--- config.mk ---
export PLATFORM = sky130hd
export DESIGN_NAME = gated_pload_shifter
export DESIGN_NICKNAME = d
export VERILOG_FILES = /design/src/rtl/shr_pkg.sv /design/src/rtl/shr_clk_qual.sv /design/src/rtl/shr_ctrl.sv /design/src/rtl/shr_stage_bank.sv /design/src/rtl/gated_pload_shifter.sv
export SDC_FILE = /design/constraint.sdc
export NUM_CORES = 1
export LEC_CHECK = 0
export ABC_AREA = 1
export BUFFER_PORTS_ARGS = -buffer_cell sky130_fd_sc_hd__buf_2
export CORE_MARGIN = 4
export CORE_UTILIZATION = 47
export CTS_CLUSTER_SIZE = 10
export DETAILED_ROUTE_END_ITERATION = 10
export PLACE_DENSITY = 0.68
export SLEW_MARGIN = 20
export SYNTH_ARGS = -nofsm -noshare
export SYNTH_HDL_FRONTEND = slang
export SYNTH_HIERARCHICAL = 1
export SYNTH_SLANG_ARGS = --single-unit
--- constraint.sdc ---
create_clock -name clk -period 1.6 [get_ports clk]
set_clock_uncertainty 0.05 [all_clocks]
set_input_delay 0.24 -clock clk [delete_from_list [all_inputs] [get_ports clk]]
set_output_delay 0.24 -clock clk [all_outputs]
set_load 0.005 [all_outputs]
--- src/rtl/shr_pkg.sv ---
// Shared types for the gated-clock shift register.
// Assumes: nothing beyond a standard SystemVerilog compile order.
package shr_pkg;

    // Register action chosen for a given system cycle.
    typedef enum logic [1:0] {
        SHR_HOLD  = 2'd0,
        SHR_SHIFT = 2'd1,
        SHR_LOAD  = 2'd2
    } shr_act_e;

endpackage

--- src/rtl/shr_clk_qual.sv ---
// Synchronizes the two external clock inputs to the system clock.
// It emits a one-cycle advance pulse when their OR rises, which gives
// the NOR-style clock gate its behaviour.
// Assumes: each clock-input level lasts at least two system cycles.
// Reset fills the synchronizers with 1s, so releasing reset while
// an input is high does not look like an edge.
module shr_clk_qual #(
    parameter int unsigned SYNC_DEPTH = 2
) (
    input  logic clk,
    input  logic rst_n,
    input  logic ck_a,
    input  logic ck_b,
    output logic adv
);
    localparam int unsigned TOP = SYNC_DEPTH - 1;

    logic [TOP:0] sync_a;
    logic [TOP:0] sync_b;
    logic         gate_now;
    logic         gate_prev;

    generate
        if (SYNC_DEPTH == 1) begin : g_sync_one
            // Purpose: single flop capture of both clock inputs.
            always_ff @(posedge clk) begin
                if (!rst_n) begin
                    sync_a <= '1;
                    sync_b <= '1;
                end else begin
                    sync_a <= ck_a;
                    sync_b <= ck_b;
                end
            end
        end else begin : g_sync_chain
            // Purpose: multi-flop synchronizer chains for both clock inputs.
            always_ff @(posedge clk) begin
                if (!rst_n) begin
                    sync_a <= '1;
                    sync_b <= '1;
                end else begin
                    sync_a <= {sync_a[TOP-1:0], ck_a};
                    sync_b <= {sync_b[TOP-1:0], ck_b};
                end
            end
        end
    endgenerate

    assign gate_now = sync_a[TOP] | sync_b[TOP];

    // Purpose: remember the previous gated level for edge detection.
    always_ff @(posedge clk) begin
        if (!rst_n) gate_prev <= 1'b1;
        else        gate_prev <= gate_now;
    end

    assign adv = gate_now & ~gate_prev;

    // One rising change of the gate gives exactly one advance pulse.
    assert_one_step_per_edge_R4: assert property (@(posedge clk) disable iff (!rst_n)
        adv |=> !adv);

    // A falling gate (inputs returning low) never advances.
    assert_no_step_on_fall_R9: assert property (@(posedge clk) disable iff (!rst_n)
        (!gate_now && $past(gate_now)) |-> !adv);

endmodule

--- src/rtl/shr_ctrl.sv ---
// Chooses the register action for the cycle. The level of the load
// input has priority over any advance pulse, which models a load that
// overrides the clock.
// Assumes: adv is a single-cycle pulse.
module shr_ctrl
    import shr_pkg::*;
(
    input  logic     load_n,
    input  logic     adv,
    output shr_act_e act
);
    // Purpose: priority decode of load, shift and hold.
    always_comb begin
        if (!load_n)  act = SHR_LOAD;
        else if (adv) act = SHR_SHIFT;
        else          act = SHR_HOLD;
    end
endmodule

--- src/rtl/shr_stage_bank.sv ---
// Holds the WIDTH stages. Stage 0 takes the serial bit on a shift and
// stage i takes stage i-1. The view output shows the parallel word
// while a load is active, so that loaded data is visible in the same
// cycle.
// Assumes: ser_in is stable at the sampling edge.
module shr_stage_bank
    import shr_pkg::*;
#(
    parameter int unsigned WIDTH = 8
) (
    input  logic             clk,
    input  logic             rst_n,
    input  shr_act_e         act,
    input  logic [WIDTH-1:0] par_in,
    input  logic             ser_in,
    output logic [WIDTH-1:0] view
);
    localparam int unsigned LAST = WIDTH - 1;

    logic [WIDTH-1:0] st;
    logic [WIDTH-1:0] src;

    generate
        for (genvar i = 0; i < WIDTH; i++) begin : g_stage
            if (i == 0) begin : g_head
                assign src[i] = ser_in;
            end else begin : g_body
                assign src[i] = st[i-1];
            end

            // Purpose: per-stage update for load, shift or hold.
            always_ff @(posedge clk) begin
                if (!rst_n) begin
                    st[i] <= 1'b0;
                end else begin
                    case (act)
                        SHR_LOAD:  st[i] <= par_in[i];
                        SHR_SHIFT: st[i] <= src[i];
                        default:   st[i] <= st[i];
                    endcase
                end
            end
        end
    endgenerate

    assign view = (act == SHR_LOAD) ? par_in : st;

    // A held load keeps the parallel word in the stages.
    assert_load_captures_R3: assert property (@(posedge clk) disable iff (!rst_n)
        (act == SHR_LOAD) |=> (st == $past(par_in)));

    // A shift moves every stage by one position, serial bit into the head.
    assert_shift_step_R4: assert property (@(posedge clk) disable iff (!rst_n)
        (act == SHR_SHIFT) |=> (st == {$past(st[LAST-1:0]), $past(ser_in)}));

    // Without a load or an advance, the contents stay put.
    assert_hold_stable_R6: assert property (@(posedge clk) disable iff (!rst_n)
        (act == SHR_HOLD) |=> $stable(st));

endmodule

--- src/rtl/gated_pload_shifter.sv ---
// Top level of the gated-clock parallel-load shift register. It ties
// together the clock qualifier, the action decode and the stage bank,
// and drives true and complemented copies of the last stage.
// Assumes: all inputs are driven from logic related to clk, except
// ck_a and ck_b, which pass through synchronizers.
module gated_pload_shifter
    import shr_pkg::*;
#(
    parameter int unsigned WIDTH      = 8,
    parameter int unsigned SYNC_DEPTH = 2
) (
    input  logic             clk,
    input  logic             rst_n,
    input  logic             load_n,
    input  logic             ck_a,
    input  logic             ck_b,
    input  logic             ser_in,
    input  logic [WIDTH-1:0] par_in,
    output logic             q_last,
    output logic             q_last_n
);
    localparam int unsigned LAST = WIDTH - 1;

    logic             adv;
    shr_act_e         act;
    logic [WIDTH-1:0] view;

    shr_clk_qual #(.SYNC_DEPTH(SYNC_DEPTH)) u_clk_qual (
        .clk   (clk),
        .rst_n (rst_n),
        .ck_a  (ck_a),
        .ck_b  (ck_b),
        .adv   (adv)
    );

    shr_ctrl u_ctrl (
        .load_n (load_n),
        .adv    (adv),
        .act    (act)
    );

    shr_stage_bank #(.WIDTH(WIDTH)) u_bank (
        .clk    (clk),
        .rst_n  (rst_n),
        .act    (act),
        .par_in (par_in),
        .ser_in (ser_in),
        .view   (view)
    );

    assign q_last   = view[LAST];
    assign q_last_n = ~view[LAST];

    // A low load shows the top parallel bit at the pins at once.
    assert_load_transparent_R2: assert property (@(posedge clk) disable iff (!rst_n)
        !load_n |-> (q_last == par_in[LAST]));

    // The two outputs always disagree.
    assert_outputs_complement_R7: assert property (@(posedge clk) disable iff (!rst_n)
        q_last_n != q_last);

endmodule

==> summary.md, run 1 <==
| Metric | Value |
|---|---|
| Crit-path cells | `nor2_2, nor2_1, nand2_1, inv_2, inv_2, ha_4, nor2_2, a21oi_2, inv_1, buf_2` |
| Num CTS Buffers | `3` |
| Inst Count DP | `121` |
| CP Class | `reg2out` |
| Worst-path fanout max | `2` |
| Post-CTS Hold Fix Bufs | `0` |
| Synth Warn # | `6` |
| Global-route wire length before repair | `1.759 mm` |
| Clock root buffer | `clkbuf_4` |
| Setup crit start kind | `flop` |
| Slowest cell on the critical path | `dfxtp_2` |
| Max-slew violation count | `0` |
| Area grow syn2layout | `17.03%` |
| Residual DRC | `0` |
| Layout cells sized above 1 | `0.2589` |
| Hold Crit Class | `in2reg` |
| Worst-path clk slew | `0.07 ns` |
| I/O pin total | `16` |
| Unrepaired setup endpoints after global routing | `true` |
| Via count | `between 500 and 600` |
| Pwr dens | `839.6 nW/um^2` |
| Final Hold Viols | `0` |
| N_diodes | `0` |
| Max IR drop VDD | `0.5071 mV` |
| Post-Route WL | `1.007 mm` |
| Final #Nets | `~130` |
| Overall Global Routing Usage | `0.1184` |
| Die footprint | `1995 um^2` |
| Starting density of the core | `0.5327` |
| Post-layout min period | `1.605 ns` |
| Worst path arrival time | `1.31 ns` |
| Post-synthesis net count | `112` |
| CP Capture Type | `output port` |
| Hold WS | `0.09275 ns` |
| GR Overflow Total | `0` |
| Tightest Pin Transition | `0.2179 ns` |
| IO Port Bufs | `15` |
| CTS tree | `yes` |
| # clock sinks | `13` |
| GPL Wtd Cong | `0.6749` |
| Max incr delay on CP | `around 0.32 ns` |
| Achievable frequency | `just over 0.6 GHz` |
| Failing checks | `negative setup slack` |
| Post-route ant nets | `0` |
| Final period utilization | `1.003` |
| WL/cell | `7.992 um` |
| Mapped cell area | `631.9 um^2` |
| H-tree Lvls | `1` |
| Fin area | `739.5 um^2` |
| Initial DRC count | `9` |
| Post-Synthesis Cells | `96` |
| Drt via density | `4.222` |
| Largest net degree at the start of global routing | `17` |
| Clk_lat worst skew | `0.27 ns` |
| Worst EP required | `1.31 ns` |
| Std-Cell Rows | `12` |
| Area after DPL | `684.4 um^2` |
| Bufs on Longest Clock Path | `2` |
| Fill cell count | `120` |
| Vias in the first global route | `437` |
| Rel. slew slack | `0.8545` |
| Antenna violations before repair | `0` |
| Max-Cap Viols | `0` |
| Post-route setup slack | `-0.004977 ns` |
| Util after Layout | `0.6234` |
| Die Span X | `between 40 and 50 um` |
| Placed wire-length estimate | `~680 um` |
| Final setup fails | `1` |
| Leak | `0.0004117 uW` |
| Syn_area_per_cell | `~6.6 um^2` |
| Vert. Die Dim | `approximately 45 um` |
| Core area | `1186 um^2` |
| Status | `finished, violations left` |
| Post-route insts no fill | `126` |
| Drt pass-1 iters | `4` |
| Power Total | `620.8 uW` |
-- layout make-up --
type | instances | area [um^2] | area share
clock buffers | 4 | 26.28 | 0.03553
flip-flops and latches | 13 | 262.8 | 0.3553
inverters | 18 | 67.56 | 0.09137
repair buffers | 17 | 90.09 | 0.1218
multi-input cells | 60 | 275.3 | 0.3723
well taps | 14 | 17.52 | 0.02369
-- per-layer routing --
layer  vias up  share of wire  GRT usage
met3         2          0.085    0.02439
met2        17           0.41     0.1547
met1       206           0.50     0.1723
li1        307              -          -
met4         0         0.0079    0.07229
met5         -              0          0
-- through the flow --
stage | setup TNS, ns | setup slack, ns
3_5_place_dp | 0 | 0.1453
3_3_place_gp | 0 | 0.1781
5_1_grt | -0.1440 | -0.09228
6_report | -0.004977 | -0.004977
4_1_cts | -0.03941 | -0.03441
2_1_floorplan | 0 | 0.1151
-- cells in the final DEF, fill, tap and decap left out --
master,count
clkbuf_1,1
buf_4,2
nor2_1,25
inv_2,3
nand2_1,22
o21ai_0,8
a21oi_2,1
clkbuf_4,3
inv_1,15
buf_2,15
ha_1,1
dfxtp_1,11
nor2_2,2
ha_4,1
dfxtp_2,2
-- repair_timing --
action,CTS,global route
endpoints found under the hold margin,0,0
pin swaps,4,0
endpoints found under the setup margin,2,2
resized for setup,7,1
buffers inserted,1,0
-- flip-flops by register name, indices dropped and copies added, names as in the netlist --
register	flops
u_bank/src	7
u_bank/st	1
u_clk_qual/sync_b	2
u_clk_qual/sync_a	2
u_clk_qual/gate_prev	1
-- worst paths after layout --
path / startpoint / to / slack (ns) / depth (start not counted)
worst max register to register: u_clk_qual/sync_a[1] / u_bank/src[2] / 0.14 / 11
worst min register to register: u_clk_qual/sync_a[0] / u_clk_qual/sync_a[1] / 0.35 / 2
worst max-delay path: u_clk_qual/sync_a[1] / q_last_n / -0.005 / 10
worst min-delay path: ck_b / u_clk_qual/sync_b[0] / 0.09 / 3
-- power by group --
group / internal, uW / leakage (uW) / switching, uW
Combinational: 35.8 / 0.000290 / 40.1
Sequential: 343 / 0.000107 / 7.65
Clock: 96.4 / 0.0000150 / 97.9
Total: 475 / 0.000412 / 146
-- worst max-delay path: cells and delay by family (launching register included) --
family	cells	cell delay, ns
flops	1	0.32
buf+inv	4	0.25
simple gates	4	0.24
fa+ha+maj	1	0.13
compound gates	1	0.11
No activity file was read; power rests on OpenSTA's default activity.
==> run 2: changes to the inputs <==
Settings changed: CORE_AREA set to 4 4 41 43, CORE_MARGIN 4 to not set, CORE_UTILIZATION 47 to not set, DIE_AREA set to 0 0 45 47, PLACE_DENSITY 0.68 to 0.67, SYNTH_HIERARCHICAL 1 to not set.
==> summary.md, run 2 <==
| Metric | Value |
|---|---|
| Status | `finished, final reports clean` |
| R2r setup slk | `0.56 ns (+0.42 ns)` |
| Reg2Reg Depth | `7 (-4)` |
| Via count | `526 (-1.1%)` |
| Die Span X | `45 um (+0.75%)` |
| GR peak layer | `met2` |
| Setup crit start kind | `flop` |
| Simple-Gate Fraction of Synth Area | `0.3854` |
| Unrepaired setup endpoints after global routing | `false` |
| Drt via density | `4.782 (+13%)` |
| Post-route setup slack | `0.3441 ns (+0.3491 ns)` |
| Compound-gate portion of the synthesized area | `0.01667` |
| Global-route wire length before repair | `1.890 mm (+7.4%)` |
| Post-layout min period | `1.256 ns (-0.3491 ns)` |
| Synth cell count leaders | `15 x nand2_1, 15 x nand3_1, 14 x inv_1` |
| Inst Count DP | `106 (-12%)` |
| CTS tree | `yes` |
| Async SR Flop Fraction | `0` |
| Post-CTS resize count | `0 (-7)` |
| Worst path arrival time | `0.97 ns (-0.34 ns)` |
| IO Port Bufs | `15 (unchanged)` |
| Clock root buffer | `clkbuf_4` |
| CP Capture Type | `output port` |
| Grt met1 use | `0.1455 (-0.02683)` |
| Switching pwr | `149.5 uW (+2.6%)` |
| Vert. Die Dim | `47 um (+5.2%)` |
| FF+latch count, synth | `13` |
| Sw Share | `0.2427 (+0.008103)` |
| Max FFs per register | `7 (unchanged)` |
| Post-synthesis net count | `93 (-17%)` |
| Logic pwr share | `0.107 (-0.015)` |
| Bufs on Longest Clock Path | `2 (unchanged)` |
| Cell taking the most area after synthesis | `dfxtp_1` |
| # clock sinks | `13 (unchanged)` |
| Syn_area_per_cell | `7.602 um^2 (+16%)` |
| Post-Synthesis Cells | `79 (-18%)` |
| GR Overflow Total | `0 (unchanged)` |
| Clock share of power | `0.333 (+0.020)` |
| Worst-path fanout max | `2 (unchanged)` |
| Clk_lat worst skew | `0.28 ns (about the same)` |
| WL/cell | `10.21 um (+28%)` |
| Area contributors post-synth | `dfxtp_1 43%, nand3_1 13%, nand2_1 9.4%` |
| Final setup fails | `0 (-1)` |
| Hold Crit Class | `in2reg` |
| Core area | `1301 um^2 (+9.7%)` |
| Final #Nets | `110 (-15%)` |
| Seq/Total Area, Yosys | `0.4333` |
| Post-synth top area share | `0.4333` |
| Most frequent cells in the layout | `15 x nand2_1, 15 x nand3_1, 15 x buf_2` |
| Placement Setup Slack | `0.4225 ns (+0.2772 ns)` |
| Achievable frequency | `0.7963 GHz (+28%)` |
| Residual DRC | `0 (unchanged)` |
| Drt pass-1 iters | `4 (unchanged)` |
| Fin area | `678.2 um^2 (-8.3%)` |
| Max-slew violation count | `0 (unchanged)` |
| WHS Path Cells | `2 (-1)` |
| Post-Route WL | `1.123 mm (+12%)` |
| Placed wire-length estimate | `817.8 um (+21%)` |
| Leak | `0.0003862 uW (-6.2%)` |
| Initial DRC count | `9 (unchanged)` |
| Total negative slack | `0 ns (+0.004977 ns)` |
| EDFF count, synth | `0` |
| Synth Area in Adders | `0` |
| Fill cell count | `146 (+22%)` |
| Reg power frac | `0.561 (-0.004)` |
| Area after DPL | `651.9 um^2 (-4.8%)` |
| Largest family of logic cells by synthesized area | `simple AND/OR/NAND/NOR gates` |
| H-tree Lvls | `1 (unchanged)` |
| Worst EP required | `1.31 ns (about the same)` |
| Rel. slew slack | `0.8177 (-0.03687)` |
| Starting density of the core | `0.4615 (-0.07116)` |
| CP Class | `reg2out` |
| Grt met2 use | `0.2034 (+0.04866)` |
| Mapped cell area | `600.6 um^2 (-5.0%)` |
| Final period utilization | `0.7849 (-0.2182)` |
| N_diodes | `0 (unchanged)` |
| Area grow syn2layout | `12.92%` |
| Post-CTS setup buffer count | `0 (-1)` |
| Post-synthesis mux area share | `0` |
| GRT met3 Usage | `0.02299 (-0.001402)` |
| Largest net degree at the start of global routing | `19 (+2)` |
| I/O pin total | `16 (unchanged)` |
| Final Hold Viols | `0 (unchanged)` |
| Overall Global Routing Usage | `0.1239 (+0.005530)` |
| Post-Synth XOR/XNOR Area | `0` |
| Post-route insts no fill | `110 (-13%)` |
| Die footprint | `2115 um^2 (+6.0%)` |
| Std-Cell Rows | `13 (+1)` |
| Antenna violations before repair | `0 (unchanged)` |
| Num CTS Buffers | `3 (unchanged)` |
| Post-CTS Hold Fix Bufs | `0 (unchanged)` |
| Pint | `466.4 uW (-1.8%)` |
| Tightest Pin Transition | `0.2735 ns (+0.05562 ns)` |
| Max IR drop VDD | `0.4716 mV (-7.0%)` |
| GPL Wtd Cong | `0.7889 (+17%)` |
| Post-route ant nets | `0 (unchanged)` |
| Synth Flop Type | `dfxtp_1` |
| Worst-path clk slew | `0.08 ns (about the same)` |
| Max-Cap Viols | `0 (unchanged)` |
| Synth cell types | `13` |
| Layout cells sized above 1 | `0.2632 (+0.004229)` |
| Synth Warn # | `0 (-6)` |
| Pwr dens | `908.2 nW/um^2 (+8.2%)` |
| Vias in the first global route | `461 (+5.5%)` |
==> run 2: power by group through the flow <==
| stage | Combinational (uW) | Clock (uW) | Sequential [uW] |
|---|---|---|---|
| floorplan | 51.7 | 0 | 351 |
| global placement | 64.6 | 0 | 353 |
| detailed placement | 66.1 | 0 | 353 |
| CTS | 66.5 | 205 | 345 |
| global route | 75.9 | 221 | 347 |
| finish | 65.6 | 205 | 345 |
==> run 2: final timing paths <==
check / from / to
worst max-delay path: u_bank.st[7] / q_last
worst min-delay path: ck_b / u_clk_qual.sync_b[0]
worst max register to register: u_clk_qual.sync_a[1] / u_bank.src[6]
worst min register to register: u_clk_qual.sync_a[0] / u_clk_qual.sync_a[1]
==> run 2: per-layer routing <==
layer	part of all wire	vias to the layer above	wire length (um)
li1	-	286	-
met1	0.48	223	541
met2	0.44	13	489
met3	0.053	4	60
met4	0.028	0	31
met5	0	-	0
==> run 2: cells by family (layout without fill, tap and decap cells) <==
| family | after synthesis | count (layout) |
|---|---|---|
| AND/OR/NAND/NOR | 46 | 46 |
| buffers and inverters | 18 | 34 |
| flip-flops | 13 | 13 |
| AO/OA/AOI/OAI | 2 | 2 |
==> run 2: critical path: stages, from the launching register on <==
cell and delay (ns):
dfxtp_1 0.30, nand2_1 0.05, inv_1 0.05, nor2_1 0.12
inv_1 0.04, buf_2 0.12
==> run 2: per-stage QoR <==
stage | hold slack [ns] | total power, uW | utilization
after floorplan | 0.2966 | 403.2 | -
after global placement | 0.3436 | 417.3 | 0.5010
after detailed placement | 0.3520 | 419.1 | 0.5010
after CTS | 0.09681 | 617.1 | 0.5212
after global routing | 0.09947 | 644.4 | 0.5212
final | 0.09353 | 615.9 | 0.5212
==> run 2: area by class of cell <==
class	instances	area, um^2	share of cell area
sequential	13	260.3	0.3838
multi-input combinational	48	241.5	0.3561
timing repair buffer	15	75.07	0.1107
inverter	15	56.30	0.08303
clock buffer	4	26.28	0.03875
tap	15	18.77	0.02768
